[src/rtl/bcd_pkg.sv]
package bcd_pkg;
  typedef logic [3:0] digit_t;

  // strobes that depend only on the operation select
  typedef struct packed {
    logic cplB;
  } preStrobe_t;

  // strobes that depend on the first-pass carry
  typedef struct packed {
    logic eacEn;
    logic recomp;
  } postStrobe_t;
endpackage

[src/rtl/bcd_nines.sv]
module bcd_nines
  import bcd_pkg::*;
(
  input  digit_t digIn,
  output digit_t digOut
);
  // inverted digit plus binary ten, carry out dropped
  assign digOut = (~digIn) + 4'b1010;
endmodule

[src/rtl/bcd_digit_add.sv]
module bcd_digit_add
  import bcd_pkg::*;
(
  input  digit_t addA,
  input  digit_t addB,
  input  logic   carryIn,
  output digit_t sumOut,
  output logic   carryOut
);
  logic [4:0] rawSum;
  logic       needFix;

  always_comb begin
    rawSum   = {1'b0, addA} + {1'b0, addB} + {4'b0000, carryIn};
    needFix  = (rawSum > 5'd9);
    sumOut   = needFix ? (rawSum[3:0] + 4'd6) : rawSum[3:0];
    carryOut = needFix;
  end
endmodule

[src/rtl/bcd_datapath.sv]
module bcd_datapath
  import bcd_pkg::*;
#(
  parameter int NDIG = 2
) (
  input  logic [4*NDIG-1:0] opA,
  input  logic [4*NDIG-1:0] opB,
  input  preStrobe_t        pre,
  input  postStrobe_t       post,
  output logic [4*NDIG-1:0] magnitude,
  output logic              firstCarry,
  output logic              sumAllNines
);
  localparam int W = 4 * NDIG;

  logic [W-1:0]  bSel;
  logic [W-1:0]  sum1;
  logic [W-1:0]  sum2;
  logic [W-1:0]  sum2Cpl;
  logic [NDIG:0] c1;
  logic [NDIG:0] c2;
  logic [NDIG-1:0] digNine;

  assign c1[0] = 1'b0;
  assign c2[0] = post.eacEn;

  for (genvar i = 0; i < NDIG; i++) begin : g_dig
    digit_t bCpl;
    digit_t zeroDig;
    assign zeroDig = '0;

    bcd_nines u_cplB (
      .digIn  (opB[4*i +: 4]),
      .digOut (bCpl)
    );

    assign bSel[4*i +: 4] = pre.cplB ? bCpl : opB[4*i +: 4];

    bcd_digit_add u_add1 (
      .addA     (opA[4*i +: 4]),
      .addB     (bSel[4*i +: 4]),
      .carryIn  (c1[i]),
      .sumOut   (sum1[4*i +: 4]),
      .carryOut (c1[i+1])
    );

    assign digNine[i] = (sum1[4*i +: 4] == 4'd9);

    // end-around carry pass
    bcd_digit_add u_add2 (
      .addA     (sum1[4*i +: 4]),
      .addB     (zeroDig),
      .carryIn  (c2[i]),
      .sumOut   (sum2[4*i +: 4]),
      .carryOut (c2[i+1])
    );

    bcd_nines u_cplR (
      .digIn  (sum2[4*i +: 4]),
      .digOut (sum2Cpl[4*i +: 4])
    );
  end

  assign firstCarry  = c1[NDIG];
  assign sumAllNines = &digNine;
  assign magnitude   = post.recomp ? sum2Cpl : sum2;

  // the top carry of the second pass is never set on legal inputs
  logic unusedCarry;
  assign unusedCarry = c2[NDIG];
endmodule

[src/rtl/bcd_control.sv]
module bcd_control
  import bcd_pkg::*;
(
  input  logic        subtract,
  input  logic        firstCarry,
  input  logic        sumAllNines,
  output preStrobe_t  pre,
  output postStrobe_t post,
  output logic        sign,
  output logic        overflow
);
  always_comb begin
    pre.cplB    = subtract;
    post.eacEn  = subtract & firstCarry;
    post.recomp = subtract & ~firstCarry;
    // an all-nines sum with no carry is minus zero: report it as plus
    sign        = subtract & ~firstCarry & ~sumAllNines;
    overflow    = ~subtract & firstCarry;
  end
endmodule

[src/rtl/bcd_addsub.sv]
module bcd_addsub
  import bcd_pkg::*;
#(
  parameter int NDIG = 2
) (
  input  logic [4*NDIG-1:0] opA,
  input  logic [4*NDIG-1:0] opB,
  input  logic              subtract,
  output logic [4*NDIG-1:0] result,
  output logic              sign,
  output logic              overflow
);
  preStrobe_t  pre;
  postStrobe_t post;
  logic        firstCarry;
  logic        sumAllNines;

  bcd_control u_ctrl (
    .subtract    (subtract),
    .firstCarry  (firstCarry),
    .sumAllNines (sumAllNines),
    .pre         (pre),
    .post        (post),
    .sign        (sign),
    .overflow    (overflow)
  );

  bcd_datapath #(.NDIG(NDIG)) u_dp (
    .opA         (opA),
    .opB         (opB),
    .pre         (pre),
    .post        (post),
    .magnitude   (result),
    .firstCarry  (firstCarry),
    .sumAllNines (sumAllNines)
  );
endmodule

[config.mk]
export PLATFORM = sky130hd
export DESIGN_NAME = bcd_addsub
export DESIGN_NICKNAME = d
export VERILOG_FILES = /design/src/rtl/bcd_pkg.sv /design/src/rtl/bcd_nines.sv /design/src/rtl/bcd_digit_add.sv /design/src/rtl/bcd_datapath.sv /design/src/rtl/bcd_control.sv /design/src/rtl/bcd_addsub.sv
export SDC_FILE = /design/constraint.sdc
export NUM_CORES = 1
export LEC_CHECK = 0
export BUFFER_PORTS_ARGS = -buffer_cell sky130_fd_sc_hd__buf_2
export CORE_MARGIN = 4
export CORE_UTILIZATION = 30
export DETAILED_ROUTE_END_ITERATION = 12
export PLACE_DENSITY = 0.54
export SYNTH_ARGS = -nofsm -noshare
export SYNTH_HDL_FRONTEND = slang
export SYNTH_SLANG_ARGS = --single-unit
[constraint.sdc]
create_clock -name vclk -period 13.5
set_input_delay 1.35 -clock vclk [all_inputs]
set_output_delay 1.35 -clock vclk [all_outputs]
set_load 0.03 [all_outputs]
After elaboration in Yosys (flattened, before gate mapping)
Cells that the tools add are included.
{ "classes": {"add_sub_neg": 13, "magnitude_cmp": 4, "n_eq_ne": 2, "mux": 7, "bitwise_logic": 11, "reduce_logical": 1} }
{ "op_table": {"columns": ["operator", "n"], "rows": [
  ["two-way mux 4 bit", 6],
  ["greater-than comparator 5 x 4 -> 1 bit (second input constant)", 4],
  ["adder 4 x 3 -> 4 bit (second input constant)", 4],
  ["adder 4 bit (second input constant)", 4],
  ["NOT 4 bit", 4],
  ["adder 4 x 1 -> 5 bit", 2],
  ["adder 4 x 4 -> 5 bit", 2],
  ["== test 4 bit (second input constant)", 2],
  ["two-way mux 8 bit", 1],
  ["adder 5 x 1 -> 5 bit", 1],
  ["bitwise AND 1 bit", 4],
  ["NOT 1 bit", 3],
  ["AND reduction 2 bit", 1]
]} }
{ "totals": {"reg_bits": 0, "in_bits": 17, "out_inout_bits": 10} }

Longest topological paths before layout
{ "logic_depth": {"word_depth": 16, "mapped_depth": 38, "ltp_nobuf": 38} }

Hierarchy
A second synthesis with hierarchy kept.
{ "hier_totals": {"cells_unflattened": 139, "hier_area_um2": 1341.3} }
{ "by_module_without_submodules": {"columns": ["module", "n_inst", "cells_per_inst", "area_per_inst_um2", "seq_area_each_um2"], "rows": [
  ["bcd_digit_add", 4, 22, 211.5, 0.0],
  ["bcd_datapath", 1, 22, 292.8, 0.0],
  ["bcd_nines", 4, 6, 40.0, 0.0],
  ["bcd_control", 1, 5, 42.5, 0.0]
]} }

Least setup slack after synthesis
OpenSTA, ideal clock, no wires.
{ "synth_path": {"path_type": "input -> output", "from": "input port subtract", "to": "output port result[6]", "t_arrival_ps": 9335, "setup_slack_ps": 2815, "stages": 35, "path_buffers": 1, "path_cell_list": "clkbuf_1 > xor2_1 > ha_1 > fa_1 > xor2_2 > inv_2 > ha_1 > a21boi_0 > a21oi_2 > or3b_4 > nor2b_1 > inv_1 > fa_1 > fa_1 > a21o_1 > a21oi_1 > o21ai_1 > and2_1 > ha_1 > ha_1 > xnor2_1 > ha_1 > a21boi_0 > a211oi_1 > o21ai_1 > o31ai_1 > ha_1 > ha_1 > xor2_1 > ha_1 > nor4_1 > nor3_1 > ha_1 > or3_1 > o41a_1"} }
{ "synth_via": {"elab_chain_cells": 14, "word_cells_on_any_way": 23, "cone_classes": "9 x add/sub; 4 x order compare; 6 x mux; 4 x bitwise"} }
{ "synth_rtl": {"columns": ["item", "line", "source"], "rows": [
  ["start: declaration", "bcd_addsub.sv:8", "input logic subtract,"],
  ["two-way mux 4 bit", "bcd_datapath.sv:37", "assign bSel[4*i +: 4] = pre.cplB ? bCpl : opB[4*i +: 4];"],
  ["adder 4 x 4 -> 5 bit", "bcd_digit_add.sv:14", "rawSum = {1'b0, addA} + {1'b0, addB} + {4'b0000, carryIn};"],
  ["greater-than comparator 5 x 4 -> 1 bit", "bcd_digit_add.sv:15", "needFix = (rawSum > 5'd9);"],
  ["adder 5 x 1 -> 5 bit", "bcd_digit_add.sv:14", null],
  ["greater-than comparator 5 x 4 -> 1 bit", "bcd_digit_add.sv:15", null],
  ["bitwise AND 1 bit", "bcd_control.sv:14", "post.eacEn = subtract & firstCarry;"],
  ["adder 4 x 1 -> 5 bit", "bcd_digit_add.sv:14", null],
  ["greater-than comparator 5 x 4 -> 1 bit", "bcd_digit_add.sv:15", null],
  ["adder 4 x 1 -> 5 bit", "bcd_digit_add.sv:14", null],
  ["adder 4 x 3 -> 4 bit / greater-than comparator 5 x 4 -> 1 bit (equally long branches)", "bcd_digit_add.sv:16, bcd_digit_add.sv:15", null],
  ["two-way mux 4 bit", "bcd_digit_add.sv:16", "sumOut = needFix ? (rawSum[3:0] + 4'd6) : rawSum[3:0];"],
  ["NOT 4 bit", "bcd_nines.sv:8", "assign digOut = (~digIn) + 4'b1010;"],
  ["adder 4 bit", "bcd_nines.sv:8", null],
  ["two-way mux 8 bit *", "bcd_datapath.sv:66", "assign magnitude = post.recomp ? sum2Cpl : sum2;"],
  ["end: declaration", "bcd_addsub.sv:9", "output logic [4*NDIG-1:0] result,"]
]} }
Mark *: on every way between the ends. The rest lies on a longest branch, timed or not.

Worst setup path in the final report
Ends and elaborated chain as after synthesis.

==> summary.txt <==
Synth warn: 0
Critical Path Most Common Cell: ha_1
Yosys cell types: 55
Overall via count from detail_route: 1283
Period utilisation layout: 86.9%
Max-cap viol count: 0
Leak: 0.000708 uW
Layout cell share with drive strength beyond 1: 19.4%
Layout area overhead: 14.0%
Arrival time at the worst endpoint: 10.38 ns
Most frequent cell after synthesis: ha_1
ANT cells: 0
Final setup viols: 0
Ranking of synthesized cells by area: ha_1 (21%), xnor2_1 (6.6%), a21oi_1 (4.5%)
Post-layout nets: 240
Outcome: complete, no violations
Slew at the pin closest to its max-slew limit: 0.724 ns
Pin count of the biggest net entering global routing: 12
Mean area per synthesized cell: 7.67 sq um
Slew margin rel.: 51.3%
Avg WL per Cell: 12.5 microns
Setup Buffers After CTS: 0
PostCTS Resize Cnt: 0
Die Height: 74.3 microns
Post-Syn Instances: 172
Critical path fanouts, max: 11
First-pass GRT wire length: 5200 microns
Vias in the first global route: 1245
Antenna violations before repair: 0
Worst Path Required: 12.15 ns
CP Class: in2out
ANT nets after route: 0
Port bufs: 27
Syn_nets: 214
Reg area: 0 sq um
Die area: 5520 sq um
DP Wirelength: 2660 microns
GPL Wtd Cong: 0.867
Hold-fix buffers, CTS: 0
RSZ-0062 raised after global routing: false
Post-Syn Area: 1320 sq um
Total global routing overflow: 0
Core box area: 4120 sq um
Worst Setup Start Kind: input port
CP endpoint kind: output pin
Fin crit period: 11.73 ns
Cell Rows: 23
Die X-Extent: 74.3 microns
Final count of hold timing violations: 0
Sequential area share after synthesis: 0%
PwrDens: 240 nW/um^2
Sequential cell count: 0
Gr usage total: 11.2%
Drt first-iter violations: 53
Area leader, netlist: ha_1
IO Pins: 27
Pins Over Slew Limit: 0
Synth cell count leaders: ha_1 (22), nand2_1 (15), inv_1 (13), a21oi_1 (12), xnor2_1 (10)
Vias per cell: 5.22
Highest-delay cell along the critical path: a21oi_1
Setup_tns: 0 ns
Largest stage delay on the critical path: 0.53 ns
WL final: 3070 microns
Util after Layout: 36.6%
Initial DRT Pass Iterations: 4
Hold crit path type: in2out
Final routed DRC violation total: 0
Max VDD drop: 0.178 mV
Synth top area share: 20.9%
Fmax achieved: 85.2 MHz
Clock buffers: 0
Initial core utilization: 32.1%
==> routing by layer <==
metal | global-route usage, % | vias up | wire [microns]
met5 | 0 | - | 0
met4 | 0.395 | 0 | 8
met3 | 0.270 | 2 | 122
met2 | 21.4 | 21 | 1460
met1 | 14.9 | 581 | 1490
li1 | - | 679 | -
==> worst paths after layout <==
kind | from | endpoint | slack [ns] | cells after the start
worst min-delay path | subtract | result[0] | 3.18 | 3
worst max-delay path | subtract | result[6] | 1.77 | 36
==> cell usage in the layout, fill, tap and decap left out, drive strengths merged, types with 4 or more instances in the layout <==
cell and count:
xor2 7, buf 27, o31ai 4, ha 22, xnor2 10, and2 6, a21oi 14, nand2 15
o21ai 6, a21o 5, nor2b 4, inv 15, nor2 7, nor3 4
==> cell families after synthesis <==
group	count (synthesis)	synth area share (%)
XOR/XNOR	19	15.3
multiplexers	5	4.08
buffers and inverters	18	5.21
adder cells (fa/ha/maj)	25	25.4
AND/OR/NAND/NOR	55	22.2
AO/OA/AOI/OAI	50	27.9
==> critical path: cells and delay by family <==
family,cells,cell delay [ns]
AO/OA/AOI/OAI,10,2.36
XOR/XNOR,4,1.07
adder cells (fa/ha/maj),12,3.51
buffers and inverters,4,0.54
AND/OR/NAND/NOR,6,1.54
==> area by class of cell <==
| cell class | instances | area (sq um) |
|---|---|---|
| Inverter | 15 | 56.3 |
| Timing Repair Buffer | 27 | 135 |
| Multi-Input combinational cell | 154 | 1250 |
| Fill cell | 442 | 2610 |
| Tap cell | 50 | 62.6 |
==> report_power, final <==
| part | leakage [uW] | total, uW | switching, uW | internal, uW |
|---|---|---|---|---|
| clock network | 0 | 0 | 0 | 0 |
| registers | 0 | 0 | 0 | 0 |
| logic | 0.000708 | 361 | 217 | 143 |
==> through the flow <==
stage | hold WS, ns | power [uW] | area, sq um | worst slack (ns) | cells
2_1_floorplan | 2.96 | 288 | 1320 | 2.82 | 172
3_3_place_gp | 3.20 | 363 | 1510 | 1.88 | 246
3_5_place_dp | 3.20 | 362 | 1510 | 1.83 | 246
4_1_cts | 3.20 | 364 | 1510 | 1.80 | 246
5_1_grt | 3.22 | 406 | 1510 | 1.02 | 246
6_report | 3.18 | 361 | 1510 | 1.77 | 246
Power figures use the tool's default switching activity.
